**src/rtl/scr_pkg.sv**
```systemverilog
package scr_pkg;

    typedef enum logic {
        MODE_SCRAMBLE   = 1'b0,
        MODE_DESCRAMBLE = 1'b1
    } scr_mode_e;

endpackage

```
**src/rtl/scr_byte_unroll.sv**
```systemverilog
module scr_byte_unroll
    import scr_pkg::*;
#(
    parameter int        DATA_W   = 8,
    parameter int        STATE_W  = 7,
    parameter int        TAP_NEAR = 4,
    parameter scr_mode_e MODE     = MODE_SCRAMBLE
) (
    input  logic [STATE_W-1:0] st_in,
    input  logic [DATA_W-1:0]  din,
    output logic [DATA_W-1:0]  dout,
    output logic [STATE_W-1:0] st_out
);
    localparam int NEAR_IDX = TAP_NEAR - 1;
    localparam int FAR_IDX  = STATE_W - 1;

    logic [STATE_W-1:0] chain [0:DATA_W];
    logic [DATA_W-1:0]  fed_bit;

    assign chain[0] = st_in;

    for (genvar i = 0; i < DATA_W; i++) begin : g_step
        logic fb;
        assign fb      = chain[i][NEAR_IDX] ^ chain[i][FAR_IDX];
        assign dout[i] = din[i] ^ fb;
        if (MODE == MODE_SCRAMBLE) begin : g_scr
            assign fed_bit[i] = dout[i];
        end else begin : g_dsc
            assign fed_bit[i] = din[i];
        end
        assign chain[i+1] = {chain[i][STATE_W-2:0], fed_bit[i]};
    end

    assign st_out = chain[DATA_W];

endmodule

```
**src/rtl/scr_state_reg.sv**
```systemverilog
module scr_state_reg #(
    parameter int                 STATE_W = 7,
    parameter logic [STATE_W-1:0] SEED    = '1
) (
    input  logic               clk,
    input  logic               rst_n,
    input  logic               adv,
    input  logic               load,
    input  logic [STATE_W-1:0] seed_value,
    input  logic [STATE_W-1:0] st_nxt,
    output logic [STATE_W-1:0] st_q,
    output logic [STATE_W-1:0] st_eff
);
    // A same-cycle load feeds the unrolled chain directly.
    always_comb begin
        st_eff = load ? seed_value : st_q;
    end

    always_ff @(posedge clk or negedge rst_n) begin
        if (!rst_n) begin
            st_q <= SEED;
        end else if (adv) begin
            st_q <= st_nxt;
        end else if (load) begin
            st_q <= seed_value;
        end
    end


    state_idle_chk: assert property (@(posedge clk) disable iff (!rst_n)
        (!adv && !load) |=> $stable(st_q));


    seed_take_chk: assert property (@(posedge clk) disable iff (!rst_n)
        (load && !adv) |=> (st_q == $past(seed_value)));

endmodule

```
**src/rtl/byte_scrambler.sv**
```systemverilog
module byte_scrambler
    import scr_pkg::*;
#(
    parameter int                 DATA_W   = 8,
    parameter int                 STATE_W  = 7,
    parameter int                 TAP_NEAR = 4,
    parameter logic [STATE_W-1:0] SEED     = '1,
    parameter scr_mode_e          MODE     = MODE_SCRAMBLE
) (
    input  logic               clk,
    input  logic               rst_n,
    input  logic               in_valid,
    input  logic [DATA_W-1:0]  in_data,
    input  logic               seed_load,
    input  logic [STATE_W-1:0] seed_value,
    output logic               out_valid,
    output logic [DATA_W-1:0]  out_data
);
    logic [STATE_W-1:0] st_q;
    logic [STATE_W-1:0] st_eff;
    logic [STATE_W-1:0] st_nxt;
    logic [DATA_W-1:0]  byte_nxt;

    scr_state_reg #(
        .STATE_W (STATE_W),
        .SEED    (SEED)
    ) u_state (
        .clk        (clk),
        .rst_n      (rst_n),
        .adv        (in_valid),
        .load       (seed_load),
        .seed_value (seed_value),
        .st_nxt     (st_nxt),
        .st_q       (st_q),
        .st_eff     (st_eff)
    );

    scr_byte_unroll #(
        .DATA_W   (DATA_W),
        .STATE_W  (STATE_W),
        .TAP_NEAR (TAP_NEAR),
        .MODE     (MODE)
    ) u_unroll (
        .st_in  (st_eff),
        .din    (in_data),
        .dout   (byte_nxt),
        .st_out (st_nxt)
    );

    always_ff @(posedge clk or negedge rst_n) begin
        if (!rst_n) begin
            out_valid <= 1'b0;
            out_data  <= '0;
        end else begin
            out_valid <= in_valid;
            if (in_valid) begin
                out_data <= byte_nxt;
            end
        end
    end

    function automatic logic [STATE_W-1:0] tail_rev(input logic [DATA_W-1:0] b);
        logic [STATE_W-1:0] r;
        for (int k = 0; k < STATE_W; k++) begin
            r[k] = b[DATA_W-1-k];
        end
        return r;
    endfunction


    valid_follow_chk: assert property (@(posedge clk) disable iff (!rst_n)
        in_valid |=> out_valid);


    valid_quiet_chk: assert property (@(posedge clk) disable iff (!rst_n)
        !in_valid |=> !out_valid);


    data_hold_chk: assert property (@(posedge clk) disable iff (!rst_n)
        !in_valid |=> $stable(out_data));

    if (MODE == MODE_SCRAMBLE) begin : g_hist_scr

        history_chk: assert property (@(posedge clk) disable iff (!rst_n)
            in_valid |=> (st_q == tail_rev(out_data)));
    end else begin : g_hist_dsc

        history_chk: assert property (@(posedge clk) disable iff (!rst_n)
            in_valid |=> (st_q == tail_rev($past(in_data))));
    end

endmodule

```
**config.mk**
```make
export PLATFORM = sky130hd
export DESIGN_NAME = byte_scrambler
export DESIGN_NICKNAME = d
export VERILOG_FILES = /design/src/rtl/scr_pkg.sv /design/src/rtl/scr_byte_unroll.sv /design/src/rtl/scr_state_reg.sv /design/src/rtl/byte_scrambler.sv
export SDC_FILE = /design/constraint.sdc
export NUM_CORES = 1
export LEC_CHECK = 0
export ABC_CLOCK_PERIOD_IN_PS = 4280
export BUFFER_PORTS_ARGS = -buffer_cell sky130_fd_sc_hd__buf_4
export CAP_MARGIN = 20
export CORE_ASPECT_RATIO = 1.25
export CORE_MARGIN = 4
export CORE_UTILIZATION = 40
export DETAILED_ROUTE_END_ITERATION = 8
export PLACE_DENSITY_LB_ADDON = 0.2
export SYNTH_ARGS = -nofsm -noshare
export SYNTH_HDL_FRONTEND = slang
export SYNTH_SLANG_ARGS = --single-unit
```
**constraint.sdc**
```tcl
create_clock -name clk -period 4.28 [get_ports clk]
set_input_delay 0.214 -clock clk [delete_from_list [all_inputs] [get_ports clk]]
set_output_delay 0.214 -clock clk [all_outputs]
set_load 0.03 [all_outputs]
```
# After elaboration in Yosys (flattened, before gate mapping)
# Index checks and enable logic that the tools add are counted.
# word_totals
reg_bits	16
in_bits	19
out_inout_bits	9
wordCells	21
# classes
mux	2
n_bitwise	16
# ops
operator	count
$xor A1 B1 Y1	16
$mux W7	2

# Logic depth before layout (Yosys ltp)
# Gate-level depths: netlist (run 1).
# depth
word_depth	6
ltp_mapped	6
depth_no_buf	5

# Hierarchy
# From an unflattened synthesis (run 1), not the netlist that was laid out.
# unflattened
hier_cells	63
area_unflattened_um2	1002.2
# modules_own_cells
module	instances	cells_each	area_each_um2	seq_area_each_um2
scr_state_reg	1	23	382.9	183.9
byte_scrambler	1	18	356.6	225.2
scr_byte_unroll	1	22	262.8	0.0

# Worst setup path after synthesis (run 1)
# No wires, ideal clock.
# synth_timing
kind	register to register
startpoint	register u_state.st_q[3]
endpoint	register out_data[4]
setup_ps	131
arrival_ps	1288
required_time_ps	4149
slack_ps	2861
path_stages_with_launch	6
n_path_buf	0
path_cell_list	dfstp_2 > xnor2_1 > mux2i_1 > xnor2_1 > mux2i_1 > o21ai_1
# synth_between
elab_chain_cells	5
# synth_rtl
element	line_no	source
start: declaration	scr_state_reg.sv:11	output logic [STATE_W-1:0] st_q,
start signal: assignment	scr_state_reg.sv:23	st_q <= st_nxt;
start signal: assignment	scr_state_reg.sv:25	st_q <= seed_value;
$mux W7	--	
$xor A1 B1 Y1	scr_byte_unroll.sv:24	assign fb = chain[i][NEAR_IDX] ^ chain[i][FAR_IDX];
$xor A1 B1 Y1	scr_byte_unroll.sv:25	assign dout[i] = din[i] ^ fb;
$xor A1 B1 Y1	scr_byte_unroll.sv:24	
$xor A1 B1 Y1	scr_byte_unroll.sv:25	
end signal: assignment	byte_scrambler.sv:57	out_data <= byte_nxt;
end: declaration	byte_scrambler.sv:17	output logic [DATA_W-1:0] out_data
# Every way passes these cells.
# A chain may end at the register's enable or synchronous reset.

# Final worst setup path (run 1)
# Ends and elaborated chain as after synthesis.

==> results of run 1 <==
area by class of cell:
class | instances | area (um2)
inverter | 4 | 15.0
multi-input combinational | 59 | 468
tap | 31 | 38.8
sequential | 16 | 409
fill | 219 | 1010
clock buffer | 4 | 36.3
timing repair buffer | 28 | 213
worst paths after layout:
path / startpoint / to / slack (ns)
max in group asynchronous: rst_n / u_state.st_q[6] / 3.72
max: u_state.st_q[3] / out_data[4] / 2.74
min reg2reg: out_data[7] / out_data[7] / 0.50
max reg2reg: u_state.st_q[3] / out_data[4] / 2.74
min in group asynchronous: rst_n / out_data[4] / 0.31
min: in_valid / out_valid / 0.18
metrics by stage:
stage	hold slack [ns]	total power [mW]
2_1_floorplan	-0.0816	0.495
3_3_place_gp	0.0828	0.592
3_5_place_dp	0.0850	0.597
4_1_cts	0.164	0.702
5_1_grt	0.164	0.737
6_report	0.178	0.690
worst reg2reg max path, stage by stage (launching register included):
cell	delay, ns
dfstp_2	0.57
xnor2_1	0.07
mux2i_1	0.23
xnor2_1	0.21
mux2i_1	0.27
o21ai_1	0.09
where the power goes:
part | internal (mW) | total [mW] | switching (mW)
clock | 0.0518 | 0.0996 | 0.0478
combinational | 0.151 | 0.329 | 0.178
sequential | 0.226 | 0.262 | 0.0363
what timing repair did:
| action | CTS | global route |
|---|---|---|
| gates resized for setup | 0 | 0 |
| hold buffers | 1 | 0 |
| hold endpoints to repair | 16 | 0 |
cells in the final DEF, fill, tap and decap left out:
master / count
mux2i_1: 11
mux2i_4: 1
a211oi_1: 1
xor2_2: 1
nand2_1: 4
xor2_1: 4
and2_1: 1
a21boi_0: 2
dlygate4sd3_1: 1
o21a_1: 2
o21ai_0: 2
and2_0: 1
inv_1: 4
clkbuf_4: 3
and2b_2: 1
or2_0: 1
xnor2_1: 13
buf_4: 27
dfstp_2: 7
mux2_2: 1
a21oi_1: 3
dfrtp_1: 9
mux2i_2: 1
nor2_1: 4
o21ai_1: 5
clkbuf_8: 1
logic make-up after synthesis:
| group | count (synthesis) | synth area share (%) |
|---|---|---|
| flip-flops | 16 | 44.9 |
| XOR/XNOR | 18 | 18.1 |
| AO/OA/AOI/OAI | 15 | 9.61 |
| multiplexers | 14 | 17.3 |
| buffers and inverters | 7 | 3.71 |
| AND/OR/NAND/NOR | 12 | 6.32 |
sequential cells by signal, summed over array words and instances (netlist names):
signal and cells:
out_data 8, out_valid 1, u_state.st_q 7
metal layers:
metal / vias to the layer above / share of wire, % / GRT usage (%)
met5: - / 0 / 0
li1: 328 / - / -
met2: 17 / 51 / 20.7
met1: 312 / 44 / 15.3
met3: 2 / 3.7 / 3.15
met4: 0 / 0.96 / 6.92
==> impl_metrics.py, run 1 <==
metrics = {
    "synth": {
        "synth_edf_count": 0,
        "ys.flop_type": "dfrtp_1",
        "yosys-top-cells-area": "dfrtp_1, dfstp_2, xnor2_1, mux2i_1, xor2_1",
        "ys_top_cells_by_count": "xnor2_1, mux2i_1, dfrtp_1",
        "syn_area_per_cell_um2": 11.1,
        "synth.distinct_cells": 24,
        "synth_area_um2": 911,
        "synth_top_cell_by_area": "dfrtp_1",
        "synth-warning-count": 0,
        "synth_seq_cells": 16,
        "synthCells": 82,
        "async_flop_share_pct": 100,
        "synth.most_common_cell": "xnor2_1",
        "ys_seq_area_share_pct": 44.9,
        "synth_top_area_share_pct": 24.7,
        "syn-num-nets": 101,
    },
    "setup_path": {
        "cp_max_fo": 3,
        "crit_cells": 5,
        "cp_slowest_cell": "dfstp_2",
        "crit_path_end_kind": "flip-flop",
        "cp.arrival_ns": 1.71,
        "critPathBufInv": 0,
        "cp_top_family": "flip-flops",
        "critPathLaunchType": "flip-flop",
        "cp_slowest_stage_delay_ns": 0.57,
        "critPathRequiredTime_ns": 4.45,
        "crit_type": "flip-flop to flip-flop",
        "crit_chain": "xnor2_1 -> mux2i_1 -> xnor2_1 -> mux2i_1 -> o21ai_1",
        "r2r_cells": 5,
    },
    "clocking": {
        "cts_root_buf": "clkbuf_4",
        "htreeDepth": 1,
        "cts_tree": "done",
        "numCtsBuffers": 3,
        "cts_setup_buffers": 0,
        "clk_pin_slew_ns": 0.09,
        "clockBufferDepth": 2,
        "cts.sinks": 16,
        "clk_latency_ns": 0.28,
    },
    "worst_hold_path": {
        "hold_path_depth": 1,
        "worstHoldPathType": "input port to flip-flop",
    },
    "timing": {
        "period_needed_ns": 1.54,
        "drv_slew": 0,
        "clock_skew_ns": 0.00119,
        "relSlewSlack_pct": 81.9,
        "rsz0062_at_grt": "false",
        "final.setup.worst_slack_ns": 2.74,
        "hold_violations": 0,
        "fmax_ghz": 0.648,
        "worst_slew_pin_slew_ns": 0.265,
        "finalSetupViolations": 0,
        "fin_crit_sh_pct": 36.1,
        "timing.setup.tns_ns": 0,
    },
    "global_routing": {
        "grt_pass1_vias": 658,
        "grt_pass1_wl_mm": 2.84,
        "track_usage_pct": 12.6,
        "antenna_found_initial": 0,
        "grt_overflow_total": 0,
        "grt_max_degree": 23,
    },
    "die": {
        "die_w_um": 50.7,
        "coreArea_um2": 2190,
        "ios": 28,
        "num_rows": 19,
        "start_util_pct": 41.6,
        "dieArea_um2": 3110,
        "die_h_um": 61.4,
    },
    "layout": {
        "diodes": 0,
        "drive_gt1_share_pct": 38.7,
        "final_util_pct": 53.9,
        "stdcell_area_um2": 1180,
        "nNetsFinal": 131,
        "area_delta_synth_final_pct": 29.5,
        "fin_cells": 142,
    },
    "routing": {
        "routed_wl_mm": 1.77,
        "dr.pass1.iters": 4,
        "drtIter0Drc": 3,
        "vias_per_cell": 4.64,
        "vias": 659,
        "wl_per_cell_um": 12.4,
        "antenna_left": 0,
        "drc": 0,
    },
    "placement": {
        "hpwl_mm": 1.35,
        "post-place-ws_ns": 2.75,
        "io_buffers": 27,
        "placed_cells": 137,
        "gp_congestion": 0.742,
        "dpl_cell_area_um2": 1130,
    },
    "run_status": {
        "status": "complete, no violations",
    },
    "power_and_ir_drop": {
        "p_leak_nw": 0.530,
        "power_density_nw_per_um2": 585,
        "vdd_drop_max_v": 0.000331,
    },
    "run": {
        "cap_viol_max_count": 0,
    },
}
Note: power is estimated with default switching activity, not from simulation.
==> run 2, diff against run 1 <==
--- a/config.mk
+++ b/config.mk
@@ -5,7 +5,8 @@
 export SDC_FILE = /design/constraint.sdc
 export NUM_CORES = 1
 export LEC_CHECK = 0
-export ABC_CLOCK_PERIOD_IN_PS = 4280
+export ABC_AREA = 1
+export ABC_CLOCK_PERIOD_IN_PS = 1400
 export BUFFER_PORTS_ARGS = -buffer_cell sky130_fd_sc_hd__buf_4
 export CAP_MARGIN = 20
 export CORE_ASPECT_RATIO = 1.25
==> constraint.sdc (replaced) <==
create_clock -name clk -period 1.4 [get_ports clk]
set_input_delay 0.07 -clock clk [delete_from_list [all_inputs] [get_ports clk]]
set_output_delay 0.07 -clock clk [all_outputs]
set_load 0.03 [all_outputs]
==> impl_metrics.py, run 2 <==
metrics = {
    "run_status": {
        "status": "complete, but fails checks",
        "failed_checks": "negative setup slack",
    },
    "layout": {
        "layout_commonest_cell": "nand2_1",
        "reg.largest.list": "out_data: 8 flops, u_state.st_q: 7 flops, out_valid: 1 flops",
        "final_util_pct": 57.7,
        "area_delta_synth_final_pct": 36.0,
        "diodes": 0,
        "largest_register_ffs": 8,
        "stdcell_area_um2": 1270,
        "layout_common_cells": "nand2_1, buf_4, inv_1, nand3_1, dfrtp_1",
        "regMostFlops": "out_data",
        "nNetsFinal": 184,
        "drive_gt1_share_pct": 37.2,
        "regArea_um2": 409,
        "fill_cells": 218,
        "multiInputGateArea_um2": 499,
    },
    "timing": {
        "drv_slew": 0,
        "fin_crit_sh_pct": 100,
        "finalSetupViolations": 1,
        "fmax_ghz": 0.712,
        "worst_slew_pin_slew_ns": 0.286,
        "rsz0062_at_grt": "true",
        "clock_skew_ns": 0.00346,
        "hold_violations": 0,
        "relSlewSlack_pct": 80.9,
        "period_needed_ns": 1.40,
        "final.setup.worst_slack_ns": -0.00459,
    },
    "clocking": {
        "cts_root_buf": "clkbuf_4",
        "numCtsBuffers": 3,
        "htreeDepth": 1,
        "cts_tree": "done",
        "cts.sinks": 16,
        "clockBufferDepth": 2,
        "clk_latency_ns": 0.28,
        "clk_pin_slew_ns": 0.09,
    },
    "setup_path": {
        "critPathLaunchType": "flip-flop",
        "crit_type": "flip-flop to flip-flop",
        "cp.arrival_ns": 1.59,
        "cp_max_fo": 3,
        "r2r_cells": 9,
        "critPathRequiredTime_ns": 1.58,
        "crit_path_end_kind": "flip-flop",
    },
    "synth": {
        "synth_area_um2": 937,
        "ys_seq_area_share_pct": 43.7,
        "syn-num-nets": 151,
        "async_flop_share_pct": 100,
        "synth-warning-count": 0,
        "syn_area_per_cell_um2": 7.10,
        "ys.flop_type": "dfrtp_1",
        "ys_top_cells_by_count": "nand2_1, inv_1, nand3_1",
        "synth_top_cell_by_area": "dfrtp_1",
        "synthCells": 132,
        "synth_seq_cells": 16,
        "synth_top_area_share_pct": 24.0,
        "synth.distinct_cells": 19,
        "synth_edf_count": 0,
        "yosys-top-cells-area": "dfrtp_1, nand2_1, dfstp_2, nand3_1, inv_1",
        "synth.most_common_cell": "nand2_1",
    },
    "placement": {
        "hpwl_mm": 1.66,
        "dpl_cell_area_um2": 1170,
        "gp_congestion": 0.771,
        "io_buffers": 27,
    },
    "global_routing": {
        "grt_pass1_wl_mm": 3.65,
        "grt_pass1_vias": 906,
        "antenna_found_initial": 0,
        "track_usage_pct": 14.6,
        "grt_overflow_total": 0,
        "grt_max_degree": 17,
    },
    "die": {
        "coreArea_um2": 2210,
        "dieArea_um2": 3190,
        "num_rows": 19,
        "die_h_um": 62.1,
        "ios": 28,
        "die_w_um": 51.3,
        "start_util_pct": 42.4,
    },
    "worst_hold_path": {
        "worstHoldPathType": "input port to flip-flop",
        "hold_path_depth": 3,
    },
    "routing": {
        "wl_per_cell_um": 11.7,
        "antenna_left": 0,
        "drtIter0Drc": 22,
        "drc": 0,
        "routed_wl_mm": 2.28,
        "vias": 929,
        "vias_per_cell": 4.76,
        "dr.pass1.iters": 4,
    },
    "run": {
        "cap_viol_max_count": 0,
    },
    "power_and_ir_drop": {
        "vdd_drop_max_v": 0.000844,
        "p_leak_nw": 0.701,
        "power_density_nw_per_um2": 1120,
    },
}
## run 2: path summary, 6_finish.rpt
path,from,end,slack (ns)
setup / recovery,u_state.st_q[0],out_data[7],-0.005
hold / removal,seed_value[5],u_state.st_q[5],0.09
setup reg to reg,u_state.st_q[0],out_data[7],-0.005
hold reg to reg,out_data[7],out_data[7],0.49
max in group asynchronous,rst_n,u_state.st_q[0],0.98
min in group asynchronous,rst_n,out_data[5],0.17
## run 2: area by class of cell
| class | instances | area share [%] |
|---|---|---|
| multi-input cells | 96 | 39.2 |
| flip-flops and latches | 16 | 32.1 |
| repair buffers | 31 | 18.6 |
| inverters | 17 | 5.00 |
| well taps | 31 | 3.04 |
| clock buffers | 4 | 2.06 |
## run 2: repair_timing
action,in CTS,in global routing
setup buffers,0,1
hold buffers,2,0
resized for setup,1,16
hold endpoints to repair,17,0
setup endpoints to repair,1,5
pin swaps,0,7
## run 2: layer usage
| layer | GRT usage (%) | share of wire (%) | wire length, um | up-vias |
|---|---|---|---|---|
| li1 | - | - | - | 474 |
| met1 | 18.5 | 44 | 1010 | 433 |
| met4 | 6.23 | 2.4 | 55 | 0 |
| met5 | 0 | 0 | 0 | - |
| met2 | 24.0 | 50 | 1150 | 16 |
| met3 | 2.39 | 3.0 | 68 | 6 |
## run 2: where the power goes
| part | switching [mW] | internal [mW] |
|---|---|---|
| Combinational | 0.351 | 0.217 |
| Sequential | 0.0376 | 0.568 |
| Clock | 0.142 | 0.111 |
| Total | 0.530 | 0.896 |
## run 2: worst max-delay path, stage by stage, from the launching register on
cell	delay [ns]
dfstp_2	0.52
inv_1	0.06
o21ai_2	0.20
nand2_2	0.10
nand2_2	0.07
nand2_1	0.06
nand2_2	0.08
nand3_2	0.08
nand3_2	0.08
nand2_1	0.05
## run 2: stage by stage
step,power (mW),hold WS (ns),TNS (ns),std cells,worst slack [ns]
after floorplan,0.942,-0.226,0,132,0.143
after global placement,1.11,-0.0592,0,188,0.0347
after detailed placement,1.13,-0.0573,-0.00979,188,-0.00979
after CTS,1.39,0.0996,0,194,0.0187
after global routing,1.52,0.0990,-0.0900,195,-0.0614
final,1.43,0.0884,-0.00459,195,-0.00459
## run 2: logic make-up (layout without fill, tap and decap cells)
kind of cell | after synthesis | after routing | share of synthesized area [%]
AOI/OAI and AO/OA | 10 | 10 | 6.14
xor gates and xnor gates | 3 | 3 | 2.80
buffers and inverters | 20 | 52 | 8.94
DFF | 16 | 16 | 43.7
and+or+nand+nor | 83 | 83 | 38.5
==> run 3, diff against run 2 <==
--- a/config.mk
+++ b/config.mk
@@ -7,13 +7,12 @@
 export LEC_CHECK = 0
 export ABC_AREA = 1
 export ABC_CLOCK_PERIOD_IN_PS = 1400
-export BUFFER_PORTS_ARGS = -buffer_cell sky130_fd_sc_hd__buf_4
 export CAP_MARGIN = 20
 export CORE_ASPECT_RATIO = 1.25
 export CORE_MARGIN = 4
 export CORE_UTILIZATION = 40
 export DETAILED_ROUTE_END_ITERATION = 8
-export PLACE_DENSITY_LB_ADDON = 0.2
+export DONT_BUFFER_PORTS = 1
 export SYNTH_ARGS = -nofsm -noshare
 export SYNTH_HDL_FRONTEND = slang
 export SYNTH_SLANG_ARGS = --single-unit
==> impl_metrics.py, run 3 (synthesis results as in run 2) <==
metrics = {
    "run_status": {
        "status": "complete, but fails checks",
        "failed_checks": "negative hold slack",
    },
    "setup_path": {
        "crit_chain": "nand2_2 -> nand2_4 -> inv_4 -> nand2_4 -> nand3_1 -> nand2_1 -> nand3_1 -> nand3_2 -> nand2_1",
        "reg2reg_from": "u_state.st_q[3]",
        "cp_slowest_stage_delay_ns": 0.54,
        "cp.arrival_ns": 1.55,
        "r2r_end": "out_data[7]",
        "rrSetupSlack_ns": 0.03,
        "critPathBufInv": 1,
        "crit_cells": 9,
        "cp_top_family": "simple AND/OR/NAND/NOR gates",
        "critPathLaunchType": "flip-flop",
        "crit_type": "flip-flop to flip-flop",
        "cp_max_fo": 4,
        "critPathRequiredTime_ns": 1.58,
        "cp_slowest_cell": "dfstp_2",
        "r2r_cells": 9,
        "crit_path_end_kind": "flip-flop",
    },
    "global_routing": {
        "antenna_found_initial": 0,
        "grt_pass1_vias": 805,
        "grt_max_degree": 17,
        "grt_pass1_wl_mm": 3.54,
        "grt_overflow_total": 0,
        "track_usage_pct": 14.4,
    },
    "die": {
        "die_w_um": 51.3,
        "die_h_um": 62.1,
        "dieArea_um2": 3190,
        "coreArea_um2": 2210,
        "start_util_pct": 42.4,
        "ios": 28,
        "num_rows": 19,
    },
    "timing": {
        "drv_slew": 0,
        "fmax_ghz": 0.729,
        "finalSetupViolations": 0,
        "hold_violations": 13,
        "relSlewSlack_pct": 52.0,
        "rsz0062_at_grt": "true",
        "clock_skew_ns": 0.00322,
        "fin_hold_ws_ns": -0.195,
        "final.setup.worst_slack_ns": 0.0281,
        "period_needed_ns": 1.37,
        "timing.setup.tns_ns": 0,
        "worst_slew_pin_slew_ns": 0.718,
        "fin_crit_sh_pct": 98.0,
    },
    "layout": {
        "reg.largest.list": "out_data: 8 flops, u_state.st_q: 7 flops, out_valid: 1 flops",
        "regMostFlops": "out_data",
        "regArea_um2": 409,
        "drive_gt1_share_pct": 30.1,
        "area_delta_synth_final_pct": 21.4,
        "multiInputGateArea_um2": 562,
        "stdcell_area_um2": 1140,
        "fill_cells": 230,
        "diodes": 0,
        "layout_commonest_cell": "nand2_1",
        "layout_common_cells": "nand2_1, inv_1, nand3_1, dfrtp_1",
        "nNetsFinal": 156,
        "final_util_pct": 51.4,
        "largest_register_ffs": 8,
    },
    "clocking": {
        "cts_root_buf": "clkbuf_4",
        "ctsHoldBuffers": 1,
        "clockBufferDepth": 2,
        "htreeDepth": 1,
        "clk_latency_ns": 0.28,
        "clk_pin_slew_ns": 0.09,
        "cts.sinks": 16,
        "numCtsBuffers": 3,
        "cts_tree": "done",
    },
    "run": {
        "cap_viol_max_count": 0,
    },
    "power_and_ir_drop": {
        "power_density_nw_per_um2": 1220,
        "p_leak_nw": 0.597,
        "vdd_drop_max_v": 0.000688,
    },
    "placement": {
        "dpl_cell_area_um2": 963,
        "hpwl_mm": 1.55,
        "gp_congestion": 0.762,
        "post-place-ws_ns": 0.0181,
        "io_buffers": 0,
    },
    "routing": {
        "routed_wl_mm": 2.21,
        "drc": 0,
        "dr.pass1.iters": 4,
        "vias_per_cell": 4.86,
        "vias": 812,
        "wl_per_cell_um": 13.2,
        "antenna_left": 0,
        "drtIter0Drc": 10,
    },
    "worst_hold_path": {
        "worstHoldPathType": "input port to flip-flop",
        "hold_path_depth": 0,
        "hold_start": "in_valid",
        "whs_endpoint": "out_valid",
    },
}
run 3: layout make-up:
type                    count  share of cell area, %
flip-flops and latches     16                   36.0
multi-input cells          96                   49.4
inverters                  17                   5.83
repair buffers              3                   2.20
well taps                  31                   3.41
clock buffers               4                   3.19
run 3: through the flow:
step / cells / hold slack (ns) / power (mW)
6_report: 167 / -0.195 / 1.39
5_1_grt: 167 / -0.222 / 1.50
4_1_cts: 166 / -0.209 / 1.32
3_5_place_dp: 161 / -0.225 / 0.989
3_3_place_gp: 161 / -0.225 / 0.983
2_1_floorplan: 132 / -0.226 / 0.942
run 3: what timing repair did:
action / in CTS / in global routing
endpoints found under the hold margin: 29 / 13
endpoints found under the setup margin: 0 / 8
resized for setup: 0 / 30
setup buffers: 0 / 1
run 3: routing by layer:
layer / share of wire [%] / global-route usage [%]
met5: 0 / 0
met2: 55 / 24.7
met4: 1.0 / 7.54
met3: 4.2 / 2.87
met1: 39 / 16.4
run 3: worst max-delay path by stage:
stage | startpoint | endpoint | slack, ns
4_1_cts | u_state.st_q[0] | out_data[7] | 0.003
2_1_floorplan | u_state.st_q[0] | out_data[7] | 0.14
6_report | u_state.st_q[3] | out_data[7] | 0.03
3_5_place_dp | u_state.st_q[0] | out_data[7] | 0.02
3_3_place_gp | u_state.st_q[0] | out_data[7] | 0.03
5_1_grt | u_state.st_q[3] | out_data[7] | -0.09
run 3: power by group:
part           total (mW)  switching [mW]  internal, mW  leakage (nW)
logic               0.375           0.232         0.143         0.395
registers           0.709           0.142         0.567         0.181
clock network       0.309           0.151         0.158        0.0210
